--- src/rtl/egu_pkg.sv ---
package egu_pkg;
   typedef enum logic [1:0] {
      GRAD_FULL  = 2'b00,
      GRAD_INNER = 2'b01,
      GRAD_OUTER = 2'b10,
      GRAD_NONE  = 2'b11
   } grad_sel_e;

   localparam int unsigned N_GRAD       = 3;
   localparam logic        CFG_ADDR_SEL = 1'b0;
   localparam logic        CFG_ADDR_MAG = 1'b1;
endpackage

--- src/rtl/egu_cfg_regs.sv ---
module egu_cfg_regs
   import egu_pkg::*;
#(
   parameter int unsigned MAG_W    = 8,
   parameter int unsigned MAG_FRAC = 4
) (
   input  logic             clk,
   input  logic             rst_n,
   input  logic             cfg_we,
   input  logic             cfg_addr,
   input  logic [MAG_W-1:0] cfg_wdata,
   output grad_sel_e        sel_o,
   output logic [MAG_W-1:0] mag_o
);
   localparam logic [MAG_W-1:0] MAG_UNITY = MAG_W'(1) << MAG_FRAC;

   always_ff @(posedge clk or negedge rst_n) begin
      if (!rst_n) begin
         sel_o <= GRAD_FULL;
         mag_o <= MAG_UNITY;
      end else if (cfg_we) begin
         if (cfg_addr == CFG_ADDR_SEL) begin
            sel_o <= grad_sel_e'(cfg_wdata[1:0]);
         end else begin
            mag_o <= cfg_wdata;
         end
      end
   end
endmodule

--- src/rtl/egu_diff_stage.sv ---
module egu_diff_stage
   import egu_pkg::*;
#(
   parameter int unsigned PIX_W = 8,
   parameter int unsigned MAG_W = 8
) (
   input  logic             clk,
   input  logic             rst_n,
   input  logic             in_valid,
   input  logic [PIX_W-1:0] dil_px,
   input  logic [PIX_W-1:0] ero_px,
   input  logic [PIX_W-1:0] org_px,
   input  grad_sel_e        sel,
   input  logic [MAG_W-1:0] mag,
   output logic             s1_valid,
   output logic [PIX_W-1:0] s1_grad,
   output logic [MAG_W-1:0] s1_mag
);
   logic [PIX_W-1:0] minuend    [N_GRAD];
   logic [PIX_W-1:0] subtrahend [N_GRAD];
   logic [PIX_W-1:0] cand       [N_GRAD];
   logic [PIX_W-1:0] picked;

   assign minuend[0]    = dil_px;
   assign subtrahend[0] = ero_px;
   assign minuend[1]    = org_px;
   assign subtrahend[1] = ero_px;
   assign minuend[2]    = dil_px;
   assign subtrahend[2] = org_px;

   for (genvar g = 0; g < N_GRAD; g++) begin : g_sub
      logic [PIX_W:0] wide;
      assign wide    = {1'b0, minuend[g]} - {1'b0, subtrahend[g]};
      assign cand[g] = wide[PIX_W] ? '0 : wide[PIX_W-1:0];
   end

   always_comb begin
      unique case (sel)
         GRAD_FULL:  picked = cand[0];
         GRAD_INNER: picked = cand[1];
         GRAD_OUTER: picked = cand[2];
         default:    picked = '0;
      endcase
   end

   always_ff @(posedge clk or negedge rst_n) begin
      if (!rst_n) begin
         s1_valid <= 1'b0;
         s1_grad  <= '0;
         s1_mag   <= '0;
      end else begin
         s1_valid <= in_valid;
         if (in_valid) begin
            s1_grad <= picked;
            s1_mag  <= mag;
         end
      end
   end
endmodule

--- src/rtl/egu_scale_stage.sv ---
module egu_scale_stage #(
   parameter int unsigned PIX_W    = 8,
   parameter int unsigned MAG_W    = 8,
   parameter int unsigned MAG_FRAC = 4,
   parameter bit          ROUND    = 1'b0
) (
   input  logic             clk,
   input  logic             rst_n,
   input  logic             s1_valid,
   input  logic [PIX_W-1:0] s1_grad,
   input  logic [MAG_W-1:0] s1_mag,
   output logic             out_valid,
   output logic [PIX_W-1:0] out_px
);
   localparam int unsigned PW = PIX_W + MAG_W;

   logic [PW-1:0]    prod;
   logic [PW-1:0]    biased;
   logic [PW-1:0]    shifted;
   logic [PIX_W-1:0] clipped;

   assign prod = PW'(s1_grad) * PW'(s1_mag);

   if (ROUND && (MAG_FRAC > 0)) begin : g_round
      assign biased = prod + (PW'(1) << (MAG_FRAC - 1));
   end else begin : g_trunc
      assign biased = prod;
   end

   assign shifted = biased >> MAG_FRAC;
   assign clipped = (|shifted[PW-1:PIX_W]) ? '1 : shifted[PIX_W-1:0];

   always_ff @(posedge clk or negedge rst_n) begin
      if (!rst_n) begin
         out_valid <= 1'b0;
         out_px    <= '0;
      end else begin
         out_valid <= s1_valid;
         if (s1_valid) begin
            out_px <= clipped;
         end
      end
   end
endmodule

--- src/rtl/edge_grad_unit.sv ---
module edge_grad_unit
   import egu_pkg::*;
#(
   parameter int unsigned PIX_W    = 8,
   parameter int unsigned MAG_W    = 8,
   parameter int unsigned MAG_FRAC = 4,
   parameter bit          ROUND    = 1'b0
) (
   input  logic             clk,
   input  logic             rst_n,
   input  logic             cfg_we,
   input  logic             cfg_addr,
   input  logic [MAG_W-1:0] cfg_wdata,
   input  logic             in_valid,
   input  logic [PIX_W-1:0] dil_px,
   input  logic [PIX_W-1:0] ero_px,
   input  logic [PIX_W-1:0] org_px,
   output logic             edge_valid,
   output logic [PIX_W-1:0] edge_px
);
   if (MAG_FRAC >= MAG_W) begin : g_bad_frac
      $error("MAG_FRAC must be smaller than MAG_W");
   end
   if (MAG_W < 2) begin : g_bad_magw
      $error("MAG_W must hold the two select bits");
   end
   if (PIX_W < 2) begin : g_bad_pixw
      $error("PIX_W must be at least 2");
   end

   grad_sel_e        sel_q;
   logic [MAG_W-1:0] mag_q;
   logic             s1_valid;
   logic [PIX_W-1:0] s1_grad;
   logic [MAG_W-1:0] s1_mag;

   egu_cfg_regs #(.MAG_W(MAG_W), .MAG_FRAC(MAG_FRAC)) u_cfg (
      .clk(clk), .rst_n(rst_n), .cfg_we(cfg_we), .cfg_addr(cfg_addr),
      .cfg_wdata(cfg_wdata), .sel_o(sel_q), .mag_o(mag_q)
   );

   egu_diff_stage #(.PIX_W(PIX_W), .MAG_W(MAG_W)) u_diff (
      .clk(clk), .rst_n(rst_n), .in_valid(in_valid),
      .dil_px(dil_px), .ero_px(ero_px), .org_px(org_px),
      .sel(sel_q), .mag(mag_q),
      .s1_valid(s1_valid), .s1_grad(s1_grad), .s1_mag(s1_mag)
   );

   egu_scale_stage #(.PIX_W(PIX_W), .MAG_W(MAG_W), .MAG_FRAC(MAG_FRAC), .ROUND(ROUND)) u_scale (
      .clk(clk), .rst_n(rst_n), .s1_valid(s1_valid), .s1_grad(s1_grad),
      .s1_mag(s1_mag), .out_valid(edge_valid), .out_px(edge_px)
   );
endmodule

--- config.mk ---
export PLATFORM = sky130hd
export DESIGN_NAME = edge_grad_unit
export DESIGN_NICKNAME = d
export VERILOG_FILES = /design/src/rtl/egu_pkg.sv /design/src/rtl/egu_cfg_regs.sv /design/src/rtl/egu_diff_stage.sv /design/src/rtl/egu_scale_stage.sv /design/src/rtl/edge_grad_unit.sv
export SDC_FILE = /design/constraint.sdc
export NUM_CORES = 1
export LEC_CHECK = 0
export CORE_MARGIN = 8
export CORE_UTILIZATION = 35
export CTS_BUF_LIST = sky130_fd_sc_hd__clkbuf_16
export CTS_CLUSTER_DIAMETER = 200
export DETAILED_ROUTE_END_ITERATION = 8
export GPL_ROUTABILITY_DRIVEN = 0
export GPL_TIMING_DRIVEN = 0
export PLACE_DENSITY = 0.64
export SYNTH_ARGS = -nofsm -noshare
export SYNTH_HDL_FRONTEND = slang
export SYNTH_SLANG_ARGS = --single-unit
--- constraint.sdc ---
create_clock -name clk -period 5.3 [get_ports clk]
set_input_delay 0.53 -clock clk [delete_from_list [all_inputs] [get_ports clk]]
set_output_delay 0.53 -clock clk [all_outputs]
set_load 0.01 [all_outputs]
Yosys cells after proc, flatten, opt, wreduce, memory -nomap -nowiden
Cells that the tools add are included.

Logic and storage cells: 23. Input port bits: 37. Bits in registers: 36. Output and inout bits: 9.

Muxes and demuxes: 5. Bitwise gates (word level): 1. Add/subtract/negate cells: 3. Equality and inequality tests: 2. Reductions and logical operators: 4. Multiply operators: 1.

Operators by type and width (count): 8-bit two-way mux (4); 8-bit by 8-bit subtractor with 9-bit output (3); 8-bit one-hot mux with 3 select lines (1); 8-bit by 8-bit multiplier with 16-bit output (1); 2-bit AND reduction (2); 4-bit OR reduction (1); 2-bit by 1-bit == test with 1-bit output, second input constant (1); 2-bit == test, second input constant (1); 2-bit logical NOT (1); 1-bit NOT (1).

Depth between registers and ports, before layout
Depth after elaboration: 3. Mapped depth: 17.

Modules after synthesis
A second synthesis with hierarchy kept.

Cells, all modules: 477. Area total of the unflattened synthesis: 4652.0 µm².

By module, submodules not included: egu_scale_stage (sequential area each 225.2 µm², instances 1, cells an instance 268, area each 2513.7 µm²); egu_diff_stage (sequential area each 425.4 µm², instances 1, cells an instance 187, area each 1726.7 µm²); egu_cfg_regs (sequential area each 251.5 µm², instances 1, cells an instance 22, area each 411.6 µm²).

Least setup slack after synthesis
No wires, ideal clock.

Path type: reg-to-reg. From: reg u_diff.s1_mag[7]. To: reg u_scale.out_px[0]. Path slack: 910 ps. Library setup time: 121 ps. Cell stages (with the launch flop): 16. Buffers on the path: 0. Arrival: 4268 ps. Cell sequence: dfrtp_1 > nand2_1 > fa_1 > fa_1 > inv_1 > fa_1 > inv_1 > fa_1 > inv_1 > ha_1 > a21o_2 > o31ai_2 > o21ai_0 > xnor2_2 > nand4_4 > o22a_1.

Cells in the longest elaborated chain, start to end: 3.

RTL lines: start, declared (RTL line egu_diff_stage.sv:17) `output logic [MAG_W-1:0] s1_mag`; start signal, assigned (RTL line egu_diff_stage.sv:55) `s1_mag <= mag;`; 8-bit by 8-bit multiplier with 16-bit output (RTL line egu_scale_stage.sv:22) `assign prod = PW'(s1_grad) * PW'(s1_mag);`; 4-bit OR reduction (RTL line egu_scale_stage.sv:31) `assign clipped = (|shifted[PW-1:PIX_W]) ? '1 : shifted[PIX_W-1:0];`; 8-bit two-way mux (RTL line egu_scale_stage.sv:31); end signal, assigned (RTL line egu_scale_stage.sv:40) `out_px <= clipped;`; end, declared (RTL line egu_scale_stage.sv:13) `output logic [PIX_W-1:0] out_px`.

Every way passes these cells. A chain may end at the register's enable or synchronous reset.

Final worst setup path
From: reg u_diff.s1_mag[7]. To: reg u_scale.out_px[3].

Cells in the longest elaborated chain, start to end: 3.

RTL lines (RTL line): 8-bit by 8-bit multiplier with 16-bit output * (egu_scale_stage.sv:22); 4-bit OR reduction (egu_scale_stage.sv:31); 8-bit two-way mux * (egu_scale_stage.sv:31).

Every way passes the cells marked *; elsewhere a longest branch is shown, timed or not.

==> impl_metrics.yaml <==
synth:
  yosys_most_used_dff: "dfrtp_1"
  synth_area_per_cell_um2: 9.62
  synth_area_leader_cell: "dfrtp_1"
  synth_edf_count: 0
  syn_nets: 605
  synth-adder-area-share_pct: 32.9
  ys_warn_count: 0
  yosys-top-cells-count: "inv_1 (70), ha_1 (57), and2_1 (45)"
  synth.area.mux_share_pct: 4.74
  synth-simple-area-share_pct: 16.7
  postSynthCellCount: 472
  syn-cell-area_mm2: 0.00454
  synth_compound_area_share_pct: 14.6
  yosys-top-cells-area: "dfrtp_1 (19%), fa_1 (17%), ha_1 (16%), and2_1 (6.2%), inv_1 (5.8%)"
  async_flop_share_pct: 100
  netlist-cell-type-count: 54
  ys_seq_area_share_pct: 19.9
  synth-xor-area-share_pct: 5.18
  yosysMostFrequentCell: "inv_1"
  synth_top_family_by_area: "adder cells"
  netlist.area_leader.share_pct: 19.3
  ys_ff_latch: 36
power_and_ir_drop:
  ir_drop_mv: 0.169
  leakage_nw: 2.63
  power_density_mw_per_mm2: 293
  power_mw: 1.57
clocking:
  root_buffer: "clkbuf_16"
  cts_buffers: 5
  cts_buffer_depth: 2
  tritoncts: "done"
  hold_buffers: 0
  cts_sinks: 36
  clkTransAtPathRegs_ns: 0.06
  clk-insertion-delay-late_ns: 0.28
  post_cts_resize_count: 0
  postCtsSetupBuffers: 0
  htree_levels: 2
placed_design:
  dp_hpwl_mm: 8.03
  placed_area_mm2: 0.00520
  io_buffers: 45
  pre_cts_ws_ns: 0.536
  dp.cells: 689
worst_setup_path:
  max_stage_delay_ns: 0.54
  crit_slowest_cell: "fa_1"
  path_buf_inv: 3
  cp_max_fo: 9
  worstPathRequired_ns: 5.46
  cp_cell_sequence: "nand2_1, fa_1, fa_1, inv_1, fa_1, inv_1, fa_1, inv_1, ha_1, a21o_2, o31ai_2, o21ai_0, xnor2_2, nand4_4, o22a_1"
  worstSetupStartpointType: "flop"
  path_common_cell: "fa_1"
  worstSetupPathType: "flop to flop"
  arrival_ns: 4.92
  worst_setup_path_end_kind: "flop"
  critPathTopFamily: "adder cells"
floorplanning:
  die_w_um: 130
  ios: 46
  fp-row-count: 41
  die-area_mm2: 0.0169
  die_y_um: 130
  coreArea_mm2: 0.0127
  initial_core_util_pct: 35.8
worst_hold_path:
  min_path_type: "primary input to async pin"
timing:
  finalSetupTns_ns: 0
  post-route-period-util_pct: 89.9
  slew_violations: 0
  rsz0062_at_grt: "no"
  setup_violations: 0
  layout_setup_ws_ns: 0.537
  timing.slew.headroom_pct: 47.6
  max_freq_ghz: 0.210
  finalHoldViolCount: 0
  skew_ns: 0.00748
  min_period_ns: 4.76
  worstMarginPinSlew_ns: 0.786
routing:
  drc: 0
  ant_nets: 0
  vias: 3388
  avgViaCountPerCell: 4.86
  wl_mm: 9.56
  wl_per_cell_um: 13.7
  drtIter0Drc: 146
  firstDrtPassIters: 4
global_route:
  grt_pass1_vias: 3686
  grt_max_degree: 37
  grt_pass1_wl_mm: 17.2
  grt_overflow: 0
  antenna_found_initial: 0
  track_usage_pct: 12.3
layout:
  nets: 657
  final_cells: 697
  syn_to_final_growth_pct: 18.2
  num-fill-cells: 1237
  drive_gt1_share_pct: 8.57
  design_area_mm2: 0.00537
  n_antenna_cell: 0
flow_run:
  drv_cap: 0
status:
  status: "finished clean"
## flip-flops by register name, summed over array words and instances (netlist names)
name,flops
u_scale.out_px,8
u_diff.s1_grad,8
u_scale.out_valid,1
u_diff.s1_valid,1
u_cfg.mag_o,8
u_cfg.sel_o,2
u_diff.s1_mag,8
## cells by family (layout without fill, tap and decap cells)
family	count (synthesis)	in the layout
AO/OA/AOI/OAI	86	86
buffers and inverters	72	125
flip-flops	36	36
adder cells (fa/ha/maj)	96	96
AND/OR/NAND/NOR	137	137
multiplexers	19	19
XOR/XNOR	26	26
## worst register-to-register path, stage by stage (launching register included)
cell     delay [ns]
dfrtp_1        0.49
nand2_1        0.13
fa_1           0.51
fa_1           0.54
inv_1          0.05
fa_1           0.52
inv_1          0.05
fa_1           0.52
inv_1          0.04
ha_1           0.34
a21o_2         0.28
o31ai_2        0.33
o21ai_0        0.21
xnor2_2        0.24
nand4_4        0.16
o22a_1         0.22
## metrics by stage
stage | hold WS [ns] | utilization [%]
2_1_floorplan | 0.234 | -
3_3_place_gp | 0.359 | 41.1
3_5_place_dp | 0.360 | 41.1
4_1_cts | 0.361 | 42.4
5_1_grt | 0.393 | 42.4
6_report | 0.328 | 42.4
## final timing paths
check | start | to | slack (ns) | depth (start not counted)
setup / recovery | u_diff.s1_mag[7]$_DFFE_PN0P_ | u_scale.out_px[3]$_DFFE_PN0P_ | 0.54 | 15
hold / removal | rst_n | u_scale.out_px[0]$_DFFE_PN0P_ | 0.33 | 1
setup reg to reg | u_diff.s1_mag[7]$_DFFE_PN0P_ | u_scale.out_px[3]$_DFFE_PN0P_ | 0.54 | 15
hold reg to reg | u_diff.s1_valid$_DFF_PN0_ | u_scale.out_valid$_DFF_PN0_ | 0.37 | 0
max in group asynchronous | rst_n | u_diff.s1_mag[6]$_DFFE_PN0P_ | 4.46 | 1
min in group clk | u_diff.s1_valid$_DFF_PN0_ | u_scale.out_valid$_DFF_PN0_ | 0.37 | 0
## final cells by class
class                   instances  area, µm²  area share (%)
plain buffers                   2       7.51           0.140
clock buffers                   5        125            2.33
clock inverters                 3       38.8           0.723
inverters                      70        263            4.90
multi-input cells             364       3370            62.8
flip-flops and latches         36        902            16.8
well taps                     172        215            4.01
repair buffers                 45        445            8.30
## where the power goes
| part | total, mW | leakage, nW | switching, mW | internal, mW |
|---|---|---|---|---|
| sequential | 0.422 | 0.433 | 0.0805 | 0.342 |
| clock | 0.328 | 0.0850 | 0.109 | 0.219 |
| combinational | 0.820 | 2.11 | 0.421 | 0.399 |
| total | 1.57 | 2.63 | 0.610 | 0.960 |
## layout by cell type, fill, tap and decap left out, types with 2 or more instances in the layout
cell type        synthesis  routed
nand4_1                  2       2
xnor2_1                 15      15
a21o_1                  10      10
ha_1                    57      57
o2111ai_1                2       2
xor2_1                  10      10
nor2_1                  25      25
and2_2                   6       6
o22a_1                   9       9
o21bai_1                 2       2
a311oi_1                 2       2
o21ai_1                  3       3
dfrtp_1                 35      35
nand2b_1                 7       7
nand2_1                 24      24
nor3_1                   7       7
clkdlybuf4s50_1          0      44
mux2_2                  17      17
o22ai_1                  6       6
a211oi_1                 3       3
a221o_1                  8       8
inv_1                   70      71
clkbuf_16                0       5
o21a_1                   5       5
o21ai_0                  7       7
and2_1                  45      45
fa_1                    39      39
a31oi_1                  3       3
a21oi_1                 15      15
nand3_1                  2       2
nor2b_1                 11      11
## layer usage
layer	wire (µm)	track usage [%]	vias to the layer above
met2	4360	20.3	48
met4	38	1.64	0
li1	-	-	1712
met5	0	0	-
met3	414	2.90	4
met1	4760	16.5	1624
Power figures use the tool's default switching activity.
